$ cat config.mk
export PLATFORM = sky130hd
export DESIGN_NAME = flash_erase_seq
export DESIGN_NICKNAME = d
export VERILOG_FILES = /design/src/rtl/flash_erase_pkg.sv /design/src/rtl/flash_erase_timer.sv /design/src/rtl/flash_erase_ctl.sv /design/src/rtl/flash_erase_seq.sv
export SDC_FILE = /design/constraint.sdc
export NUM_CORES = 1
export LEC_CHECK = 0
export CELL_PAD_IN_SITES_DETAIL_PLACEMENT = 1
export CELL_PAD_IN_SITES_GLOBAL_PLACEMENT = 1
export CORE_MARGIN = 1.5
export CORE_UTILIZATION = 45
export CTS_CLUSTER_DIAMETER = 60
export CTS_CLUSTER_SIZE = 20
export DETAILED_ROUTE_END_ITERATION = 12
export DONT_BUFFER_PORTS = 1
export GPL_TIMING_DRIVEN = 0
export HOLD_SLACK_MARGIN = 0.05
export PLACE_DENSITY_LB_ADDON = 0.1
export SYNTH_ARGS = -nofsm -noshare
export SYNTH_HDL_FRONTEND = slang
export SYNTH_SLANG_ARGS = --single-unit
$ cat constraint.sdc
create_clock -name clk -period 4.3 [get_ports clk]
set_input_delay 0 -clock clk [delete_from_list [all_inputs] [get_ports clk]]
set_output_delay 0 -clock clk [all_outputs]
set_load 0.01 [all_outputs]
$ cat src/rtl/flash_erase_pkg.sv
package flash_erase_pkg;

    typedef enum logic [3:0] {
        ST_IDLE,
        ST_SWE_SET,
        ST_ESU_SET,
        ST_ERS_ON,
        ST_ERS_OFF,
        ST_ESU_OFF,
        ST_EV_SET,
        ST_DUMMY,
        ST_EV_OFF,
        ST_SWE_OFF
    } step_e;

    typedef struct packed {
        logic swe;
        logic esu;
        logic ers;
        logic ev;
    } ctrl_bits_t;

    localparam int unsigned T_SWE_SET_US = 1;
    localparam int unsigned T_ESU_SET_US = 100;
    localparam int unsigned T_ERS_OFF_US = 10;
    localparam int unsigned T_ESU_OFF_US = 10;
    localparam int unsigned T_EV_SET_US  = 20;
    localparam int unsigned T_DUMMY_US   = 2;
    localparam int unsigned T_EV_OFF_US  = 4;
    localparam int unsigned T_SWE_OFF_US = 100;
    localparam int unsigned PULSE_MIN_US = 10000;
    localparam int unsigned PULSE_MAX_US = 100000;
    localparam int unsigned TRIES_CAP    = 120;

    function automatic longint unsigned us_to_cycles(longint unsigned us,
                                                     longint unsigned khz);
        longint unsigned c;
        c = (us * khz + 64'd999) / 64'd1000;
        return (c == 0) ? 64'd1 : c;
    endfunction

    function automatic ctrl_bits_t bits_of(step_e s);
        ctrl_bits_t b;
        b = '0;
        case (s)
            ST_SWE_SET, ST_ESU_OFF, ST_EV_OFF: b.swe = 1'b1;
            ST_ESU_SET, ST_ERS_OFF: begin b.swe = 1'b1; b.esu = 1'b1; end
            ST_ERS_ON: begin b.swe = 1'b1; b.esu = 1'b1; b.ers = 1'b1; end
            ST_EV_SET, ST_DUMMY: begin b.swe = 1'b1; b.ev = 1'b1; end
            default: b = '0;
        endcase
        return b;
    endfunction

endpackage

$ cat src/rtl/flash_erase_timer.sv
module flash_erase_timer #(
    parameter int unsigned TW = 8
) (
    input  logic          clk,
    input  logic          rst,
    input  logic          load_i,
    input  logic [TW-1:0] val_i,
    output logic          expired_o
);
    logic [TW-1:0] cnt;

    always_ff @(posedge clk) begin
        if (rst)
            cnt <= '0;
        else if (load_i)
            cnt <= val_i - TW'(1);
        else if (cnt != '0)
            cnt <= cnt - TW'(1);
    end

    assign expired_o = (cnt == '0);

    // The FSM only reloads once a wait has run out, so a running wait keeps counting down
    assert_count_down_R3: assert property (@(posedge clk) disable iff (rst)
        (cnt != '0) |=> (cnt == $past(cnt) - TW'(1)));

endmodule

$ cat src/rtl/flash_erase_ctl.sv
module flash_erase_ctl
    import flash_erase_pkg::*;
#(
    parameter int unsigned TW       = 8,
    parameter int unsigned TRY_LIM  = 4,
    parameter int unsigned TRY_W    = 3,
    parameter int unsigned CLK_KHZ  = 1000,
    parameter int unsigned PULSE_US = 10000
) (
    input  logic          clk,
    input  logic          rst,
    input  logic          start_i,
    input  logic          verify_ok_i,
    input  logic          expired_i,
    output logic          load_o,
    output logic [TW-1:0] load_val_o,
    output ctrl_bits_t    bits_o,
    output logic          dummy_wr_o,
    output logic          busy_o,
    output logic          done_o,
    output logic          err_o
);
    localparam logic [TW-1:0] C_SWE_SET = TW'(us_to_cycles(T_SWE_SET_US, CLK_KHZ));
    localparam logic [TW-1:0] C_ESU_SET = TW'(us_to_cycles(T_ESU_SET_US, CLK_KHZ));
    localparam logic [TW-1:0] C_PULSE   = TW'(us_to_cycles(PULSE_US,     CLK_KHZ));
    localparam logic [TW-1:0] C_ERS_OFF = TW'(us_to_cycles(T_ERS_OFF_US, CLK_KHZ));
    localparam logic [TW-1:0] C_ESU_OFF = TW'(us_to_cycles(T_ESU_OFF_US, CLK_KHZ));
    localparam logic [TW-1:0] C_EV_SET  = TW'(us_to_cycles(T_EV_SET_US,  CLK_KHZ));
    localparam logic [TW-1:0] C_DUMMY   = TW'(us_to_cycles(T_DUMMY_US,   CLK_KHZ));
    localparam logic [TW-1:0] C_EV_OFF  = TW'(us_to_cycles(T_EV_OFF_US,  CLK_KHZ));
    localparam logic [TW-1:0] C_SWE_OFF = TW'(us_to_cycles(T_SWE_OFF_US, CLK_KHZ));

    step_e            step, nxt;
    logic [TRY_W-1:0] tries;
    logic             passed;

    function automatic logic [TW-1:0] wait_of(step_e s);
        case (s)
            ST_SWE_SET: return C_SWE_SET;
            ST_ESU_SET: return C_ESU_SET;
            ST_ERS_ON:  return C_PULSE;
            ST_ERS_OFF: return C_ERS_OFF;
            ST_ESU_OFF: return C_ESU_OFF;
            ST_EV_SET:  return C_EV_SET;
            ST_DUMMY:   return C_DUMMY;
            ST_EV_OFF:  return C_EV_OFF;
            ST_SWE_OFF: return C_SWE_OFF;
            default:    return TW'(1);
        endcase
    endfunction

    always_comb begin
        nxt = step;
        if (step == ST_IDLE) begin
            if (start_i) nxt = ST_SWE_SET;
        end else if (expired_i) begin
            case (step)
                ST_SWE_SET: nxt = ST_ESU_SET;
                ST_ESU_SET: nxt = ST_ERS_ON;
                ST_ERS_ON:  nxt = ST_ERS_OFF;
                ST_ERS_OFF: nxt = ST_ESU_OFF;
                ST_ESU_OFF: nxt = ST_EV_SET;
                ST_EV_SET:  nxt = ST_DUMMY;
                ST_DUMMY:   nxt = ST_EV_OFF;
                ST_EV_OFF:  nxt = (passed || tries == TRY_W'(TRY_LIM)) ? ST_SWE_OFF : ST_ESU_SET;
                default:    nxt = ST_IDLE;
            endcase
        end
    end

    assign load_o     = (nxt != step) && (nxt != ST_IDLE);
    assign load_val_o = wait_of(nxt);
    assign bits_o     = bits_of(step);
    assign busy_o     = (step != ST_IDLE);

    always_ff @(posedge clk) begin
        if (rst) begin
            step       <= ST_IDLE;
            tries      <= '0;
            passed     <= 1'b0;
            dummy_wr_o <= 1'b0;
            done_o     <= 1'b0;
            err_o      <= 1'b0;
        end else begin
            step       <= nxt;
            dummy_wr_o <= (nxt == ST_DUMMY) && (step != ST_DUMMY);
            done_o     <= (step == ST_SWE_OFF) && expired_i;
            err_o      <= (step == ST_SWE_OFF) && expired_i && !passed;
            if (step == ST_IDLE && start_i) begin
                tries  <= '0;
                passed <= 1'b0;
            end else begin
                if (nxt == ST_ERS_ON && step != ST_ERS_ON) tries <= tries + TRY_W'(1);
                if (step == ST_DUMMY && expired_i) passed <= verify_ok_i;
            end
        end
    end

    assert_ers_guard_R4: assert property (@(posedge clk) disable iff (rst)
        bits_o.ers |-> (bits_o.esu && bits_o.swe));
    assert_ev_excl_R5: assert property (@(posedge clk) disable iff (rst)
        bits_o.ev |-> !bits_o.esu);
    assert_dummy_in_ev_R5: assert property (@(posedge clk) disable iff (rst)
        dummy_wr_o |-> bits_o.ev);
    assert_tries_bound_R6: assert property (@(posedge clk) disable iff (rst)
        tries <= TRY_W'(TRY_LIM));
    assert_done_idle_R7: assert property (@(posedge clk) disable iff (rst)
        done_o |-> (!busy_o && bits_o == '0));
    assert_err_with_done_R7: assert property (@(posedge clk) disable iff (rst)
        err_o |-> done_o);
    assert_start_ignored_R8: assert property (@(posedge clk) disable iff (rst)
        (start_i && busy_o && step != ST_SWE_SET) |=> (step != ST_SWE_SET));
    assert_reset_clear_R9: assert property (@(posedge clk)
        rst |=> (bits_o == '0 && !busy_o && !done_o && !dummy_wr_o));

endmodule

$ cat src/rtl/flash_erase_seq.sv
module flash_erase_seq
    import flash_erase_pkg::*;
#(
    parameter int unsigned CLK_KHZ      = 50000,
    parameter int unsigned PULSE_US     = 10000,
    parameter int unsigned MAX_TRIES    = 120,
    parameter int unsigned MAX_TOTAL_US = 1200000
) (
    input  logic clk,
    input  logic rst,
    input  logic start_i,
    input  logic verify_ok_i,
    output logic busy_o,
    output logic done_o,
    output logic err_o,
    output logic swe_o,
    output logic esu_o,
    output logic ers_o,
    output logic ev_o,
    output logic dummy_wr_o
);
    localparam int unsigned PULSE_EFF =
        (PULSE_US < PULSE_MIN_US) ? PULSE_MIN_US :
        (PULSE_US > PULSE_MAX_US) ? PULSE_MAX_US : PULSE_US;
    localparam int unsigned FIT_TRIES = MAX_TOTAL_US / PULSE_EFF;
    localparam int unsigned LIM_A     = (MAX_TRIES < TRIES_CAP) ? MAX_TRIES : TRIES_CAP;
    localparam int unsigned LIM_B     = (LIM_A < FIT_TRIES) ? LIM_A : FIT_TRIES;
    localparam int unsigned TRY_LIM   = (LIM_B == 0) ? 1 : LIM_B;
    localparam int unsigned TRY_W     = $clog2(TRY_LIM + 1);
    localparam int unsigned TW        = $clog2(us_to_cycles(PULSE_MAX_US, CLK_KHZ) + 1);

    logic          load, expired;
    logic [TW-1:0] load_val;
    ctrl_bits_t    bits;

    flash_erase_timer #(.TW(TW)) u_timer (
        .clk      (clk),
        .rst      (rst),
        .load_i   (load),
        .val_i    (load_val),
        .expired_o(expired)
    );

    flash_erase_ctl #(
        .TW      (TW),
        .TRY_LIM (TRY_LIM),
        .TRY_W   (TRY_W),
        .CLK_KHZ (CLK_KHZ),
        .PULSE_US(PULSE_EFF)
    ) u_ctl (
        .clk        (clk),
        .rst        (rst),
        .start_i    (start_i),
        .verify_ok_i(verify_ok_i),
        .expired_i  (expired),
        .load_o     (load),
        .load_val_o (load_val),
        .bits_o     (bits),
        .dummy_wr_o (dummy_wr_o),
        .busy_o     (busy_o),
        .done_o     (done_o),
        .err_o      (err_o)
    );

    assign swe_o = bits.swe;
    assign esu_o = bits.esu;
    assign ers_o = bits.ers;
    assign ev_o  = bits.ev;

endmodule

Word level (Yosys, flattened, before mapping)
Memories as Yosys holds them, arrays and structs flattened.
Cells that the tools add are included.
Storage, ports and cells
  bits in registers: 38
  memory bits (read-only): 256
  bits of input ports: 4
  output and inout bits: 8
  word-level logic and storage cells: 56
  memories kept: 1
Memory list
  (no name shown): depth 16, width 16, read ports 1, clocked after Yosys merged registers in 0, wr ports 0, RTL line flash_erase_ctl.sv:38  | case (s)
Operators by class
  $add $sub $neg: 3
  equal/unequal tests: 15
  multiplexer cells: 11
  reductions and logical operators: 19
Operators by type and width (number)
  23-bit 2-to-1 mux: 2
  23-bit by 1-bit subtractor with 23-bit output, second input constant: 2
  4-bit one-hot mux with 8 select lines: 1
  23-bit zero test: 1
  23-bit nonzero test: 1
  4-bit by 3-bit == test with 1-bit output, second input constant: 5
  4-bit 2-to-1 mux: 4
  4-bit by 2-bit == test with 1-bit output, second input constant: 3
  4-bit == test, second input constant: 2
  4-bit nonzero test: 2
  8-bit OR reduction: 1
  7-bit by 1-bit adder with 7-bit output, second input constant: 1
  7-bit == test, second input constant: 1
  1-bit logical AND: 7
  4-bit by 1-bit == test with 1-bit output, second input constant: 1
  4-bit zero test: 1
  1-bit 2-to-1 mux: 4
  4-bit by 2-bit inequality test with 1-bit output, second input constant: 1
  4-bit by 3-bit inequality test with 1-bit output, second input constant: 1
  4-bit inequality test: 1
  2-bit OR reduction: 2
  3-bit OR reduction: 1
  2-bit nonzero test: 1
  1-bit zero test: 1
  1-bit logical OR: 1

Logic depth before layout (Yosys ltp)
  depth after elaboration: 9
  gate-level depth with buffers: 16
  depth with buffers taken out: 13

Modules after synthesis
A second synthesis with hierarchy kept.
Second synthesis, totals
  cells, all modules: 316
  area total of the unflattened synthesis: 2845.2 sq um
By module, submodules not included
  flash_erase_timer: times used 1, cells each 180, area each 1702.9 sq um, sequential area each 460.4 sq um
  flash_erase_ctl: times used 1, cells each 136, area each 1142.3 sq um, sequential area each 300.3 sq um

Worst setup path before layout
No wires, ideal clock.
  path type: register to register
  from: register u_ctl.tries[0]
  to: register u_timer.cnt[20]
  library setup time: 0.121 ns
  data arrival time: 3.549 ns
  data required time: 4.179 ns
  setup slack: 0.630 ns
  cell stages (with the launch flop): 17
  path buffers: 3
  clock period less this slack: 3.670 ns
  cell sequence: dfxtp_1 > inv_1 > ha_1 > and4b_1 > a2111oi_4 > o211ai_2 > o221a_2 > buf_2 > a21o_1 > clkbuf_1 > clkbuf_1 > nand2_1 > ha_1 > nand4b_1 > nor4b_4 > nand4_1 > mux2_2
Between the ends
  longest elaborated chain between the ends: 9
  elaborated cells on any way between the ends: 13
  those cells by class: add/sub (1); eq/ne (2); mux (5); reduce/logical (4); memory (1)
RTL lines
  from (decl): RTL line flash_erase_ctl.sv:34  | logic [TRY_W-1:0] tries;
  from (signal assigned): RTL line flash_erase_ctl.sv:93  | if (nxt == ST_ERS_ON && step != ST_ERS_ON) tries <= tries + TRY_W'(1);
  7-bit == test (*): RTL line flash_erase_ctl.sv:65  | ST_EV_OFF: nxt = (passed || tries == TRY_W'(TRY_LIM)) ? ST_SWE_OFF : ST_ESU_SET;
  1-bit logical OR (*): RTL line flash_erase_ctl.sv:65
  4-bit 2-to-1 mux (*): RTL line flash_erase_ctl.sv:65
  4-bit one-hot mux with 8 select lines (*): RTL line flash_erase_ctl.sv:57  | case (step)
  4-bit 2-to-1 mux (*): RTL line flash_erase_ctl.sv:56  | end else if (expired_i) begin
  4-bit 2-to-1 mux (*): RTL line flash_erase_ctl.sv:54  | if (step == ST_IDLE) begin
  memory read 16 x 16 bit (tied with other cells)
  23-bit by 1-bit subtractor with 23-bit output or 1-bit logical AND (tied branches): RTL line flash_erase_timer.sv:16, flash_erase_ctl.sv:71
  23-bit 2-to-1 mux or 2-bit nonzero test (tied branches)
  to (signal assigned): RTL line flash_erase_timer.sv:16  | cnt <= val_i - TW'(1);
  to (signal assigned): RTL line flash_erase_timer.sv:18  | cnt <= cnt - TW'(1);
  to (decl): RTL line flash_erase_timer.sv:10  | logic [TW-1:0] cnt;
Mark *: on every way between the ends. The rest lies on a longest branch, timed or not.
A chain may end at the register's enable or synchronous reset.

Worst setup path in the final report
  from: register u_ctl.tries[0]
  to: register u_timer.cnt[10]
Same word-level chain as after synthesis.

==> flow_metrics.env <==
export IMPL_ant_nets=0
export IMPL_synth_seq_cells=38
export IMPL_power_density_nw_per_um2=990
export IMPL_p_leak_nw=1.05
export IMPL_netlist_instances=322
export IMPL_synth_fa_ha_area_share_pct=1.43
export IMPL_fin_area_um2=2910
export IMPL_vias=2620
export IMPL_initial_core_util_pct=47.2
export IMPL_final_cell_mix="38 x dfxtp_1, 36 x nor2_1, 29 x nand2_1"
export IMPL_clock_path_buffers=2
export IMPL_nets=340
export IMPL_async_flop_share_pct=0
export IMPL_cpPeakStageDelay_ns=0.41
export IMPL_yosysUniqueCellTypes=73
export IMPL_post_route_period_util_pct=94.2
export IMPL_rows=27
export IMPL_hold_violations=0
export IMPL_setup_viol=0
export IMPL_yosys_most_used_dff="dfxtp_1"
export IMPL_synthMuxAreaShare_pct=2.00
export IMPL_avgViaCountPerCell=6.45
export IMPL_grt_use_met2_pct=42.4
export IMPL_peakVddDrop_mv=0.440
export IMPL_whs_path_depth=2
export IMPL_met1_usage_pct=37.2
export IMPL_routed_wl_mm=8.11
export IMPL_critPathRequiredTime_ns=4.53
export IMPL_crit_path_end_kind="register"
export IMPL_n_fill_cell=684
export IMPL_cts_tree="done"
export IMPL_grt_pass1_vias=2544
export IMPL_max_cap_viol_count=0
export IMPL_synth_top_cell_by_area="dfxtp_1"
export IMPL_synth_edff_count=0
export IMPL_worstHoldPathType="in2reg"
export IMPL_crit_family="simple AND/OR/NAND/NOR gates"
export IMPL_crit_cells=15
export IMPL_tightest_slew_ns=0.801
export IMPL_drv_slew=0
export IMPL_clock_sinks=38
export IMPL_diodes=0
export IMPL_cp_max_fo=12
export IMPL_overflow=0
export IMPL_htree_levels=2
export IMPL_cp_start_kind="register"
export IMPL_antenna_found_initial=0
export IMPL_grt_max_degree=13
export IMPL_timing_critical_path_cells="inv_1, ha_1, and4b_1, a2111oi_4, o211ai_2, o221a_2, buf_2, a21o_2, clkbuf_4, nand2_1, ha_1, nand4b_1, or2_2, or4_1, a21oi_1"
export IMPL_layout_drive_gt1_share_pct=13.8
export IMPL_syn2layout_area_growth_pct=10.6
export IMPL_core_um2=5570
export IMPL_path_common_cell="ha_1"
export IMPL_gp_congestion=0.862
export IMPL_finalClockSkew_ns=0.00865
export IMPL_firstDrtPassIters=4
export IMPL_setup_tns_ns=0
export IMPL_yosysSeqAreaShare_pct=28.9
export IMPL_fp_dieH_um=79.5
export IMPL_synth_compound_area_share_pct=24.7
export IMPL_r2r_cells=15
export IMPL_layout_commonest_cell="dfxtp_1"
export IMPL_drt_initial_drc_count=125
export IMPL_die_area_um2=6320
export IMPL_dp_hpwl_mm=6.02
export IMPL_ys_warn_count=0
export IMPL_relSlewSlack_pct=46.1
export IMPL_grt_use_total_pct=27.0
export IMPL_post_drt_wl_per_cell_um=20.0
export IMPL_path_class="reg2reg"
export IMPL_path_buf_inv=3
export IMPL_dpl_instance_area_um2=2720
export IMPL_clk_pin_slew_ns=0.09
export IMPL_clockRootBuffer="clkbuf_8"
export IMPL_top_usage_layer="met2"
export IMPL_rsz0062_at_grt="false"
export IMPL_dieWidth_um=79.5
export IMPL_synthSimpleGateAreaFrac_pct=35.4
export IMPL_avgSynthCellArea_um2=8.18
export IMPL_utilization_pct=52.2
export IMPL_critical_path_slowest_cell="or4_1"
export IMPL_syn_nets=329
export IMPL_grt_util_met3_pct=4.69
export IMPL_power_mw=2.88
export IMPL_seqCellArea_um2=761
export IMPL_drcViolationCount=0
export IMPL_grt_pass1_wl_mm=13.1
export IMPL_portBuffers=0
export IMPL_fmax_mhz=247
export IMPL_synth_area_um2=2630
export IMPL_period_minus_slack_ns=4.05
export IMPL_cts_made_buffers=5
export IMPL_critPathArrivalTime_ns=4.28
export IMPL_synth_top_area_share_pct=28.9
export IMPL_synthTopCellsByArea="dfxtp_1 29%, nor2_1 5.1%, a21oi_1 4.9%"
export IMPL_clk_latency_ns=0.30
export IMPL_multi_input_area_um2=1780
export IMPL_io_pins=12
export IMPL_whs_ns=0.149
export IMPL_status="completed"
export IMPL_synth_top_family_by_area="simple AND/OR/NAND/NOR gates"
export IMPL_synth_xor_area_share_pct=3.99
-- cells in the mapped netlist, types with 4 or more instances --
cell      count
dfxtp_1      38
nor2_1       36
nand2_1      29
a21oi_1      26
nand3_1      13
o21ai_0      11
clkbuf_1     10
nor3_1       10
inv_1         8
a21o_1        7
nand4_1       7
or3_1         7
xnor2_1       6
xor2_1        6
nor3b_1       5
o211ai_1      5
o31ai_1       5
and2_1        4
buf_2         4
nand4b_1      4
nor4_1        4
-- metrics by stage --
step                      cells  setup WS (ns)
final                       406          0.250
after global routing        406         0.0636
after CTS                   405         0.0370
after detailed placement    394         -0.237
after global placement      394         -0.211
after floorplan             322          0.630
-- kinds of logic after synthesis --
| logic type | Yosys count |
|---|---|
| xor gates and xnor gates | 12 |
| DFF | 38 |
| and+or+nand+nor | 153 |
| muxes | 5 |
| AOI/OAI and AO/OA | 88 |
| buffers and inverters | 23 |
| adders and majority gates | 3 |
-- registers in the layout (all words and copies together) (netlist names) --
| register | cells |
|---|---|
| u_timer.cnt | 23 |
| u_ctl.tries | 7 |
| u_ctl.step | 4 |
| u_ctl.done_o | 1 |
| u_ctl.dummy_wr_o | 1 |
| u_ctl.err_o | 1 |
| u_ctl.passed | 1 |
-- report_power, final --
group	internal, mW	leakage [nW]	switching (mW)
clock network	0.248	0.0714	0.143
logic	0.678	0.667	1.26
registers	0.443	0.309	0.115
total	1.37	1.05	1.51
-- timing repair --
action / in CTS / in global routing
resized for setup: 3 / 1
endpoints found under the hold margin: 1 / 0
pin swaps: 1 / 1
endpoints found under the setup margin: 7 / 7
hold buffers: 1 / 0
buffers inserted: 2 / 2
cloned: 0 / 0
-- area by class of cell --
cell class                      instances  share of cell area (%)
Multi-Input combinational cell        261                    61.2
Sequential cell                        38                    26.1
Tap cell                               72                    3.09
Clock buffer                            6                    2.84
Buffer                                 14                    2.23
Clock inverter                          2                    2.06
Timing Repair Buffer                    5                    1.38
Inverter                                8                    1.03
-- worst paths after layout --
kind / from / endpoint / slack (ns)
worst max-delay path: u_ctl.tries[0]$_SDFFE_PP0P_ / u_timer.cnt[10]$_SDFFE_PP0P_ / 0.25
worst min-delay path: rst / u_ctl.step[0]$_SDFF_PP0_ / 0.15
worst max register to register: u_ctl.tries[0]$_SDFFE_PP0P_ / u_timer.cnt[10]$_SDFFE_PP0P_ / 0.25
worst min register to register: u_ctl.tries[6]$_SDFFE_PP0P_ / u_ctl.tries[6]$_SDFFE_PP0P_ / 0.52
-- routing by layer --
layer | wire length [um] | part of all wire, %
met5 | 0 | 0
met4 | 189 | 2.3
met3 | 431 | 5.3
met2 | 3760 | 46
met1 | 3730 | 46
Note: power is estimated with default switching activity, not from simulation.
